[config.mk]
export PLATFORM = sky130hd
export DESIGN_NAME = card_clk_gate
export DESIGN_NICKNAME = d
export VERILOG_FILES = /design/src/rtl/card_clk_gate.sv
export SDC_FILE = /design/constraint.sdc
export NUM_CORES = 1
export LEC_CHECK = 0
export ABC_AREA = 1
export BUFFER_PORTS_ARGS = -buffer_cell sky130_fd_sc_hd__buf_2
export CAP_MARGIN = 25
export CORE_UTILIZATION = 35
export CTS_CLUSTER_DIAMETER = 40
export DETAILED_ROUTE_END_ITERATION = 7
export MAX_ROUTING_LAYER = met4
export PLACE_DENSITY = 0.65
export SLEW_MARGIN = 20
export SYNTH_ARGS = -nofsm -noshare
export SYNTH_HDL_FRONTEND = slang
export SYNTH_SLANG_ARGS = --single-unit
[constraint.sdc]
create_clock -name clk -period 5 [get_ports clk]
set_clock_uncertainty 0.2 [all_clocks]
set_input_delay 1 -clock clk [delete_from_list [all_inputs] [get_ports clk]]
set_output_delay 1 -clock clk [all_outputs]
set_load 0.05 [all_outputs]
[src/rtl/card_clk_gate.sv]
module card_clk_gate #(
  parameter int DIV_W      = 3,
  parameter int RST_CYCLES = 8
) (
  input  logic             clk,
  input  logic             rst_n,
  input  logic             ctl_we,
  input  logic [3:0]       ctl_wdata,
  input  logic             div_we,
  input  logic [DIV_W-1:0] div_wdata,
  output logic             card_clk,
  output logic             op_go,
  output logic [15:0]      status
);
  localparam int CNT_W = (1 << DIV_W) - 1;
  localparam int RC_W  = $clog2(RST_CYCLES + 1);

  logic             run, ck, stop_pend, pend_v;
  logic [CNT_W-1:0] cnt, mask;
  logic [CNT_W:0]   span;
  logic [DIV_W-1:0] div_cur, div_pend;
  logic [RC_W-1:0]  rst_cnt;
  logic             busy, stop_cmd, start_cmd, srst_cmd;
  logic             half_tick, closing, opening, run_nxt;

  assign busy      = rst_cnt != '0;
  assign stop_cmd  = ctl_we & ctl_wdata[0];
  assign start_cmd = ctl_we & ctl_wdata[1] & ~ctl_wdata[0];
  assign srst_cmd  = ctl_we & ctl_wdata[3];

  assign span      = (CNT_W+1)'(1) << div_cur;
  assign mask      = CNT_W'(span - 1'b1);
  assign half_tick = cnt == mask;

  assign closing = run & (stop_pend | stop_cmd) & (~ck | half_tick);
  assign opening = ~run & start_cmd & ~busy & ~srst_cmd;

  always_comb begin
    if (busy || srst_cmd) run_nxt = 1'b0;
    else if (opening)     run_nxt = 1'b1;
    else if (closing)     run_nxt = 1'b0;
    else                  run_nxt = run;
  end

  always_ff @(posedge clk or negedge rst_n) begin
    if (!rst_n) begin
      run       <= 1'b0;
      ck        <= 1'b0;
      cnt       <= '0;
      stop_pend <= 1'b0;
      rst_cnt   <= '0;
      op_go     <= 1'b0;
    end else begin
      op_go <= ctl_we & ctl_wdata[2] & run_nxt;
      if (srst_cmd)  rst_cnt <= RC_W'(RST_CYCLES);
      else if (busy) rst_cnt <= rst_cnt - 1'b1;
      if (srst_cmd || busy || opening || closing) begin
        run       <= run_nxt;
        ck        <= 1'b0;
        cnt       <= '0;
        stop_pend <= 1'b0;
      end else if (run) begin
        cnt <= half_tick ? '0 : cnt + 1'b1;
        if (half_tick) ck <= ~ck;
        if (stop_cmd) stop_pend <= 1'b1;
      end
    end
  end

  always_ff @(posedge clk or negedge rst_n) begin
    if (!rst_n) begin
      div_cur  <= '0;
      div_pend <= '0;
      pend_v   <= 1'b0;
    end else if (div_we && !run) begin
      div_cur <= div_wdata;
      pend_v  <= 1'b0;
    end else if (div_we) begin
      div_pend <= div_wdata;
      pend_v   <= 1'b1;
    end else if (!run && pend_v) begin
      div_cur <= div_pend;
      pend_v  <= 1'b0;
    end
  end

  assign card_clk = ck;
  assign status   = {busy, 6'b0, run, 8'b0};


  gate_open_low_chk: assert property (@(posedge clk) disable iff (!rst_n)
    $rose(run) |-> !ck);

  closed_quiet_chk: assert property (@(posedge clk) disable iff (!rst_n)
    !run |-> !ck);

  rise_needs_gate_chk: assert property (@(posedge clk) disable iff (!rst_n)
    $rose(ck) |-> $past(run));

  div_steady_chk: assert property (@(posedge clk) disable iff (!rst_n)
    (run && $past(run)) |-> $stable(div_cur));

  reset_closes_chk: assert property (@(posedge clk) disable iff (!rst_n)
    busy |-> !run);

  stop_wins_chk: assert property (@(posedge clk) disable iff (!rst_n)
    (ctl_we && ctl_wdata[0] && ctl_wdata[1] && !run) |=> !run);
endmodule

==> summary.md <==
| Metric | Value |
|---|---|
| Area added between synthesis and finish | 7.534% |
| Final instance area | 0.001500 mm^2 |
| Die Area | 0.004243 mm^2 |
| Hold Buf Count CTS | 0 |
| Remaining DRCs | 0 |
| Routed WL | 2432 um |
| First-pass GRT wire length | 4250 um |
| Top cells by area, synth | dfrtp_1, buf_4, nand2_1 |
| Mapped Cells | 175 |
| Post-synth EDFFs | 0 |
| Placer congestion estimate | 0.8111 |
| Setup CP Type | reg -> out |
| Largest net degree at the start of global routing | 23 |
| Top-count cell post-synth | nand2_1 |
| CTS root buffer | clkbuf_8 |
| Avg Inst Size Synth | 7.972 um^2 |
| Max Clock Freq | 394.9 MHz |
| Drt pass-1 iters | 4 |
| Critical path arrival | 1.33 ns |
| Slew Limit Fails | 0 |
| Setup TNS | 0 ns |
| CP endpoint kind | primary output |
| RSZ-0062 raised after global routing | no |
| Worst Path Required | 3.80 ns |
| Final hold vios | 0 |
| Ports | 29 |
| Routed vias/inst | 4.521 |
| Max H-tree Level | 1 |
| Ratio of cells with drive above 1 in the final layout | 19.15% |
| TritonCTS Buffers | 3 |
| Critical register-to-register path startpoint | rst_cnt[0]$_DFFE_PN0N_ |
| Max transition margin | 66.09% |
| Crit path launch | rst_cnt[0]$_DFFE_PN0N_ |
| Vias in the first global route | 985 |
| Slew @ Worst Pin | 0.5086 ns |
| DR vias | 1067 |
| Leak | 0.7245 nW |
| Post-layout min period | 2.532 ns |
| Tcrit/Tclk final | 50.64% |
| NumNets Final | 203 |
| CP Launch Type | flip-flop |
| Yosys reg bits | 22 |
| Clock Latency Late Sink | 0.26 ns |
| Status | finished clean |
| Yosys warning count | 0 |
| Synth unique cells | 29 |
| Post-CTS Setup Bufs | 0 |
| PwrDens | 416.9 mW/mm^2 |
| Clk sink count | 22 |
| Placed cell areas | 0.001429 mm^2 |
| CTS resizes | 0 |
| Antenna violations before repair | 0 |
| Die Ht | 65.14 um |
| Final non-filler cell total | 236 |
| WL/cell | 10.31 um |
| Min-delay src | div_pend[2]$_DFFE_PN0P_ |
| Max-cap viol count | 0 |
| DR iter-0 viols | 39 |
| Number of port buffers | 14 |
| Synth async-reset ratio | 100.0% |
| Synth area leader | dfrtp_1 |
| Worst-path maximum fanout | 6 |
| Initial core utilization | 37.27% |
| Mapped Area | 0.001395 mm^2 |
| Dpl hpwl | 1890 um |
| Max Root-Sink Buffers | 2 |
| Setup Viol. Count Final | 0 |
| Share of the synthesized area in the top cell type | 39.46% |
| TritonCTS clock tree | built |
| Seq/Total Area, Yosys | 39.46% |
| Layout Utilization | 40.07% |
| Total GRT Usage | 13.15% |
| Hold WC Path Type | reg -> reg |
| Antenna-violating nets left | 0 |
| Clock-pin transition on the worst setup and hold timing paths | 0.08 ns |
| Post-synth top cells | nand2_1, dfrtp_1, inv_1 |
| Floorplan Core Area | 0.003744 mm^2 |
| Total grt overflow | 0 |
| # rows | 22 |
| Cells after DPL | 232 |
| Antenna Cells | 0 |
| VDD IR max | 0.0001980 V |
| Die width | 65.14 um |
| Top FF cell, synth | dfrtp_1 |
per-stage QoR:
stage / setup slack, ns / hold slack [ns] / total power [mW]
floorplan: 2.862 / 0.2651 / 0.4344
global placement: 2.673 / 0.2855 / 0.4606
detailed placement: 2.635 / 0.2974 / 0.4645
CTS: 2.453 / 0.3172 / 0.6327
global route: 2.391 / 0.3431 / 0.6705
finish: 2.468 / 0.3160 / 0.6254
cell families (layout without fill, tap and decap cells):
logic type                 after synthesis  in the layout  share of synthesized area [%]
and+or+nand+nor                         75             75                          24.48
AOI/OAI and AO/OA                       25             25                          10.76
muxes                                    3              3                          2.421
buffers and inverters                   41             41                          16.77
DFF                                     22             22                          39.46
adders and majority gates                3              3                          2.691
other                                    1             14                         0.2688
xor gates and xnor gates                 5              5                          3.139
sequential cells by signal (all words and copies together) (netlist names):
| signal | cells |
|---|---|
| cnt | 7 |
| rst_cnt | 4 |
| div_cur | 3 |
| div_pend | 3 |
| card_clk | 1 |
| op_go | 1 |
| pend_v | 1 |
| run | 1 |
| stop_pend | 1 |
critical path, stage by stage (launching register included):
cell,delay (ns)
dfrtp_1,0.35
inv_1,0.08
ha_1,0.21
nand2_2,0.14
buf_2,0.29
where the power goes:
group	internal, mW	switching (mW)	leakage [nW]
sequential	0.215	0.0337	0.290
combinational	0.0688	0.142	0.398
clock	0.107	0.0586	0.0357
metal layers:
layer | part of all wire [%] | global-route usage, %
met5 | 0 | -
met1 | 52 | 17.56
met4 | 1.2 | 4.620
met2 | 44 | 20.31
met3 | 2.9 | 2.083
area by class of cell:
cell class,count,area [um^2]
flip-flops and latches,22,550.5
inverters,23,88.84
multi-input cells,125,659.4
repair buffers,14,70.07
clock buffers,3,41.29
fillers,397,2243
clock inverters,1,30.03
well taps,48,60.06
final timing paths:
path | slack (ns) | end | cells after the start
max in group asynchronous | 3.76 | cnt[1]$_DFFE_PN0P_ | 1
worst min-delay path | 0.32 | div_pend[2]$_DFFE_PN0P_ | 1
min in group asynchronous | 0.50 | rst_cnt[1]$_DFFE_PN0N_ | 1
worst max-delay path | 2.47 | status[15] | 4
worst min register to register | 0.32 | div_pend[2]$_DFFE_PN0P_ | 1
worst max register to register | 3.22 | cnt[4]$_DFFE_PN0P_ | 10
cell usage in the layout (no fill, tap or decap):
master	count
nor2_1	18
nor2_2	3
inv_2	1
mux2_2	3
o21ai_1	2
clkbuf_8	3
nand3_1	9
a211oi_1	2
xnor2_1	1
inv_1	21
bufinv_16	1
o21ai_2	1
dfrtp_1	22
a21oi_1	6
nand4_1	2
o21ai_0	8
inv_4	1
o22ai_1	4
xor2_1	4
ha_1	3
buf_2	14
conb_1	14
nor2_4	2
nand2_1	32
nand2_2	4
nand3_2	1
o211ai_2	1
nor3_1	4
a21oi_2	1
(Power assumes the default switching activity.)
